[config.mk]
export PLATFORM = sky130hd
export DESIGN_NAME = pll_freq_calc
export DESIGN_NICKNAME = d
export VERILOG_FILES = /design/src/rtl/pfc_pkg.sv /design/src/rtl/pfc_operand.sv /design/src/rtl/pfc_divider.sv /design/src/rtl/pll_freq_calc.sv
export SDC_FILE = /design/constraint.sdc
export NUM_CORES = 2
export LEC_CHECK = 0
export ABC_AREA = 1
export CORE_MARGIN = 3
export CORE_UTILIZATION = 50
export CTS_BUF_LIST = sky130_fd_sc_hd__clkbuf_2 sky130_fd_sc_hd__clkbuf_4 sky130_fd_sc_hd__clkbuf_8
export DETAILED_ROUTE_END_ITERATION = 10
export HOLD_SLACK_MARGIN = 0.1
export PLACE_DENSITY = 0.67
export RECOVER_POWER = 50
export SLEW_MARGIN = 0
export SYNTH_ARGS = -nofsm -noshare
export SYNTH_HDL_FRONTEND = slang
export SYNTH_SLANG_ARGS = --single-unit
[constraint.sdc]
create_clock -name clk -period 2.6 [get_ports clk]
set_clock_uncertainty 0.1 [all_clocks]
set_input_delay 0.39 -clock clk [delete_from_list [all_inputs] [get_ports clk]]
set_output_delay 0.39 -clock clk [all_outputs]
set_load 0.02 [all_outputs]
[src/rtl/pfc_pkg.sv]
package pfc_pkg;
   // Operating formula selected by the mode input
   typedef enum logic {
      PFC_INT  = 1'b0,
      PFC_FRAC = 1'b1
   } pfc_mode_e;

   // Divisor width: pre-divider, fraction scaling and the largest post shift
   function automatic int pfc_den_w(input int p_w, input int frac_sh, input int s_w);
      return p_w + frac_sh + (2 ** s_w) - 1;
   endfunction
endpackage

[src/rtl/pfc_operand.sv]
module pfc_operand
   import pfc_pkg::*;
#(
   parameter int FIN_W   = 32,
   parameter int M_W     = 10,
   parameter int P_W     = 6,
   parameter int S_W     = 3,
   parameter int K_W     = 16,
   parameter int NUM_W   = 64,
   parameter bit FRAC_EN = 1'b1,
   localparam int DEN_W  = pfc_den_w(P_W, K_W, S_W)
) (
   input  logic             frac_mode_i,
   input  logic [FIN_W-1:0] fin_i,
   input  logic [M_W-1:0]   mul_i,
   input  logic [P_W-1:0]   pre_i,
   input  logic [S_W-1:0]   post_i,
   input  logic [K_W-1:0]   frac_i,
   output logic [NUM_W-1:0] num_o,
   output logic [DEN_W-1:0] den_o
);
   localparam int CW = M_W + K_W + 2;

   logic [NUM_W-1:0] fin_x;
   logic [DEN_W-1:0] pre_x;
   logic [NUM_W-1:0] num_int;
   logic [DEN_W-1:0] den_int;

   assign fin_x   = {{(NUM_W-FIN_W){1'b0}}, fin_i};
   assign pre_x   = {{(DEN_W-P_W){1'b0}}, pre_i};
   assign num_int = fin_x * {{(NUM_W-M_W){1'b0}}, mul_i};
   assign den_int = pre_x << post_i;

   generate
      if (FRAC_EN) begin : g_frac
         logic signed [CW-1:0] coef;
         logic [NUM_W-1:0]     num_frac;
         logic [DEN_W-1:0]     den_frac;

         always_comb begin
            coef = $signed({2'b00, mul_i, {K_W{1'b0}}})
                 + $signed({{(CW-K_W){frac_i[K_W-1]}}, frac_i});
         end

         // A negative effective multiplier is clamped to a zero numerator
         assign num_frac = coef[CW-1] ? '0
                         : fin_x * {{(NUM_W-CW+1){1'b0}}, coef[CW-2:0]};
         assign den_frac = pre_x << (K_W + int'(post_i));

         assign num_o = (pfc_mode_e'(frac_mode_i) == PFC_FRAC) ? num_frac : num_int;
         assign den_o = (pfc_mode_e'(frac_mode_i) == PFC_FRAC) ? den_frac : den_int;
      end else begin : g_int_only
         assign num_o = num_int;
         assign den_o = den_int;
      end
   endgenerate
endmodule

[src/rtl/pfc_divider.sv]
module pfc_divider #(
   parameter int NUM_W = 64,
   parameter int DEN_W = 29
) (
   input  logic             clk,
   input  logic             rst_n,
   input  logic             load_i,
   input  logic             step_i,
   input  logic [NUM_W-1:0] dividend_i,
   input  logic [DEN_W-1:0] divisor_i,
   output logic [NUM_W-1:0] quot_nxt_o
);
   logic [NUM_W-1:0] q_q;
   logic [DEN_W-1:0] r_q;
   logic [DEN_W-1:0] d_q;
   logic [DEN_W:0]   sh;
   logic             ge;
   logic [DEN_W-1:0] diff;
   logic [DEN_W-1:0] r_nxt;

   always_comb begin
      sh    = {r_q, q_q[NUM_W-1]};
      ge    = sh >= {1'b0, d_q};
      diff  = sh[DEN_W-1:0] - d_q;
      r_nxt = ge ? diff : sh[DEN_W-1:0];
   end

   assign quot_nxt_o = {q_q[NUM_W-2:0], ge};

   always_ff @(posedge clk or negedge rst_n) begin
      if (!rst_n) begin
         q_q <= '0;
         r_q <= '0;
         d_q <= '0;
      end else if (load_i) begin
         q_q <= dividend_i;
         r_q <= '0;
         d_q <= divisor_i;
      end else if (step_i) begin
         q_q <= quot_nxt_o;
         r_q <= r_nxt;
      end
   end
endmodule

[src/rtl/pll_freq_calc.sv]
module pll_freq_calc
   import pfc_pkg::*;
#(
   parameter int FIN_W   = 32,
   parameter int M_W     = 10,
   parameter int P_W     = 6,
   parameter int S_W     = 3,
   parameter int K_W     = 16,
   parameter int NUM_W   = 64,
   parameter bit FRAC_EN = 1'b1
) (
   input  logic             clk,
   input  logic             rst_n,
   input  logic             start_i,
   input  logic             frac_mode_i,
   input  logic [FIN_W-1:0] fin_i,
   input  logic [M_W-1:0]   mul_i,
   input  logic [P_W-1:0]   pre_i,
   input  logic [S_W-1:0]   post_i,
   input  logic [K_W-1:0]   frac_i,
   output logic [NUM_W-1:0] freq_o,
   output logic             done_o,
   output logic             err_o
);
   localparam int DEN_W = pfc_den_w(P_W, K_W, S_W);
   localparam int CNT_W = $clog2(NUM_W);
   localparam logic [CNT_W-1:0] LAST = CNT_W'(NUM_W - 1);

   generate
      if (NUM_W < FIN_W + M_W + K_W + 1) begin : g_bad_num_w
         $error("pll_freq_calc: NUM_W too small for the numerator");
      end
      if (P_W < 1 || S_W < 1 || M_W < 1) begin : g_bad_field_w
         $error("pll_freq_calc: field widths must be at least one bit");
      end
      if (NUM_W < 2) begin : g_bad_div_w
         $error("pll_freq_calc: NUM_W must be at least 2");
      end
   endgenerate

   logic [NUM_W-1:0] num;
   logic [DEN_W-1:0] den;
   logic [NUM_W-1:0] quot_nxt;
   logic             busy_q;
   logic [CNT_W-1:0] cnt_q;
   logic [NUM_W-1:0] freq_q;
   logic             done_q;
   logic             err_q;
   logic             accept;
   logic             pre_zero;

   assign accept   = start_i && !busy_q;
   assign pre_zero = (pre_i == '0);

   pfc_operand #(
      .FIN_W  (FIN_W),
      .M_W    (M_W),
      .P_W    (P_W),
      .S_W    (S_W),
      .K_W    (K_W),
      .NUM_W  (NUM_W),
      .FRAC_EN(FRAC_EN)
   ) u_operand (
      .frac_mode_i(frac_mode_i),
      .fin_i      (fin_i),
      .mul_i      (mul_i),
      .pre_i      (pre_i),
      .post_i     (post_i),
      .frac_i     (frac_i),
      .num_o      (num),
      .den_o      (den)
   );

   pfc_divider #(
      .NUM_W(NUM_W),
      .DEN_W(DEN_W)
   ) u_divider (
      .clk       (clk),
      .rst_n     (rst_n),
      .load_i    (accept && !pre_zero),
      .step_i    (busy_q),
      .dividend_i(num),
      .divisor_i (den),
      .quot_nxt_o(quot_nxt)
   );

   always_ff @(posedge clk or negedge rst_n) begin
      if (!rst_n) begin
         busy_q <= 1'b0;
         cnt_q  <= '0;
         freq_q <= '0;
         done_q <= 1'b0;
         err_q  <= 1'b0;
      end else begin
         done_q <= 1'b0;
         if (busy_q) begin
            cnt_q <= cnt_q + 1'b1;
            if (cnt_q == LAST) begin
               busy_q <= 1'b0;
               done_q <= 1'b1;
               freq_q <= quot_nxt;
               err_q  <= 1'b0;
            end
         end else if (accept) begin
            if (pre_zero) begin
               done_q <= 1'b1;
               err_q  <= 1'b1;
               freq_q <= '0;
            end else begin
               busy_q <= 1'b1;
               cnt_q  <= '0;
            end
         end
      end
   end

   assign freq_o = freq_q;
   assign done_o = done_q;
   assign err_o  = err_q;
endmodule

==> flow_summary.toml <==
[clocking]
clock_latency_ns = 0.50
numClockSinks = 192
clkSlewWorstSetupHoldPaths_ns = 0.12
htree_num_levels = 4
clockBufferDepth = 2
cts_root_buffer = "clkbuf_8"
cts-buffers-inserted = 17
cts_tree = "done"

[layout]
final_layout_size_suffix_gt1_frac = 0.2308
finalNonFillerCells = 8593
synthToLayoutAreaGrowth_pct = 29.78
multi_input_area_um2 = 41440
regArea_um2 = 4806
fill_cells = 8142
nets = 8674

[yosys]
synth_edf_count = 0
synth_area_um2 = 49640
synth_top_area_share = 0.3988
synthesis.nets = 7946
synth.area.top_cells = "fa_1, nand2_1, inv_1, dfrtp_1, ha_1"
synthFlopType = "dfrtp_1"
yosys-top-cells-count = "nand2_1, inv_1, fa_1, nor2_1, ha_1"
syn_inst = 6573
synthArstFlopShare = 1.000
yosys.cell_types.count = 57
yosysSeqAreaShare = 0.09678
synth_top_cell_by_area = "fa_1"
yosys_register_bits = 192
syn_area_per_cell_um2 = 7.553
yosys_warnings = 0
yosysMostFrequentCell = "nand2_1"

[sta]
max_freq_mhz = 139.1
slew-limit-headroom = -0.08037
min_period_over_period = 2.766
rsz0062_at_grt = "yes"
setup_tns_ns = -207.38
post-route-min-period_ns = 7.190
slew_violations = 67
hold_violations = 0
setup_viol = 61
worstMarginPinSlew_ns = 1.621
holdWs_ns = 0.3872
worst_slack_ns = -4.590

[critical_path]
path_max_fanout = 4
arrival_ns = 7.53
max_stage_delay_ns = 0.58
worstReg2RegStart = "busy_q"
start_kind = "input pin"
crit_top_cell = "fa_1"
r2r_end = "u_divider.d_q[8]"
r2r_cells = 7
r2r_setup_slack_ns = 0.02
critPathKind = "input pin to flip-flop"
cpMaxStageDelayCell = "fa_1"
crit_end = "u_divider.q_q[46]"
critPathLaunch = "mul_i[4]"
worst_setup_path_end_kind = "flip-flop"
cp_data_required_time_ns = 2.94

[global_routing]
grt_use_met1 = 0.4492
grt_pass1_wl_mm = 273.1
grt-busiest-layer = "met2"
grt_use_met3 = 0.05292
grt_usage = 0.3429
antenna_found_initial = 5
grt_pass1_vias = 48540
grt-ovfl-total = 0
grt_max_degree = 67
grt_util_met2 = 0.5667

[placed_design]
gp_congestion = 0.9926
dpl_worst_slack_ns = -5.547
port_buffers = 136
dp_cells = 8353
hpwlAfterDp_mm = 136.9

[status]
status = "finished, violations left"
violations = "max-capacitance violations, max-slew violations, negative setup slack"

[die]
initial_core_util = 0.5088
dieArea_um2 = 103100
rows = 114
io_pins = 137
fp.dieH_um = 321.1
die_w_um = 321.1
coreArea_um2 = 97560

[routing]
ant_nets = 0
vias_per_cell = 5.368
vias = 46130
drt-pass1-iter-count = 6
routed_wl_mm = 175.8
drt-initial-drc-count = 3708
routedWlPerCell_um = 20.45
remaining_drc_errors = 0

[worst_hold_path]
hp-class = "flip-flop to flip-flop"

[job]
max_cap_viol_count = 1
-- routing by layer --
layer  vias to the layer above  wire, um
met5                         -        20
met4                         2     10220
met3                       485     13980
met2                      1907     82620
met1                     23020     68930
li1                      20720         -
-- cells by family after synthesis --
logic type	count (synthesis)	synth area share
and+or+nand+nor	2611	0.2113
buffers and inverters	1879	0.1442
adders and majority gates	1302	0.4777
AOI/OAI and AO/OA	540	0.06140
DFF	192	0.09678
xor gates and xnor gates	48	0.008468
muxes	1	0.0002016
-- cells in the final DEF, fill, tap and decap left out, types with 42 or more instances in the layout --
| cell | instances |
|---|---|
| nand3_1 | 129 |
| nand2_1 | 1709 |
| clkdlybuf4s50_1 | 91 |
| buf_12 | 118 |
| nand2_4 | 56 |
| dfrtp_1 | 191 |
| nand3_2 | 45 |
| o22ai_1 | 42 |
| o21ai_0 | 139 |
| inv_1 | 1478 |
| nand2_2 | 147 |
| a21oi_1 | 129 |
| a21oi_2 | 45 |
| ha_1 | 224 |
| inv_2 | 89 |
| ha_4 | 75 |
| fa_1 | 953 |
| nor2_4 | 42 |
| buf_4 | 627 |
| buf_6 | 91 |
| nor2_1 | 300 |
-- final cells by class --
cell class                      count  share of cell area
Antenna cell                        3           0.0001165
Clock buffer                       19            0.004059
Clock inverter                     13            0.002214
Inverter                         1581             0.09310
Multi-Input combinational cell   4503              0.6432
Sequential cell                   192             0.07459
Tap cell                         1276             0.02478
Timing Repair Buffer             1006              0.1579
-- per-stage QoR --
stage	instance area (um2)	util
2_1_floorplan	51030	-
3_3_place_gp	58130	0.5958
3_5_place_dp	58130	0.5958
4_1_cts	62690	0.6426
5_1_grt	64430	0.6603
6_report	64430	0.6604
-- critical path, delay by kind of cell --
family | cells | cell delay (ns)
adder cells (fa/ha/maj) | 9 | 4.15
AND/OR/NAND/NOR | 12 | 1.57
buffers and inverters | 8 | 1.00
AO/OA/AOI/OAI | 4 | 0.42
-- worst min path at each step --
stage	cells past startpoint	slack (ns)	end	from
after floorplan	0	-0.006	busy_q	rst_n
after global placement	1	0.31	freq_o[6]	rst_n
after detailed placement	1	0.32	freq_o[7]	rst_n
after CTS	2	0.33	freq_o[6]	rst_n
after global routing	2	0.41	u_divider.q_q[20]	u_divider.q_q[20]
final	2	0.39	u_divider.q_q[25]	u_divider.q_q[25]
-- timing repair --
item	4_1_cts	5_1_grt
gates cloned	17	1
endpoints found under the hold margin	62	0
pin swaps	272	246
hold buffers	1	0
setup buffers	147	53
resized for setup	735	398
setup endpoints to repair	79	89
-- flip-flops by register name (all words and copies together) (netlist names) --
signal and cells:
err_o 1, busy_q 1, u_divider.q_q 64, u_divider.r_q 29
done_o 1, u_divider.d_q 26, freq_o 64, cnt_q 6
Power is left out: the tool's default activity adds up to more than one toggle a clock period on the data nets, which glitch-free logic cannot reach.
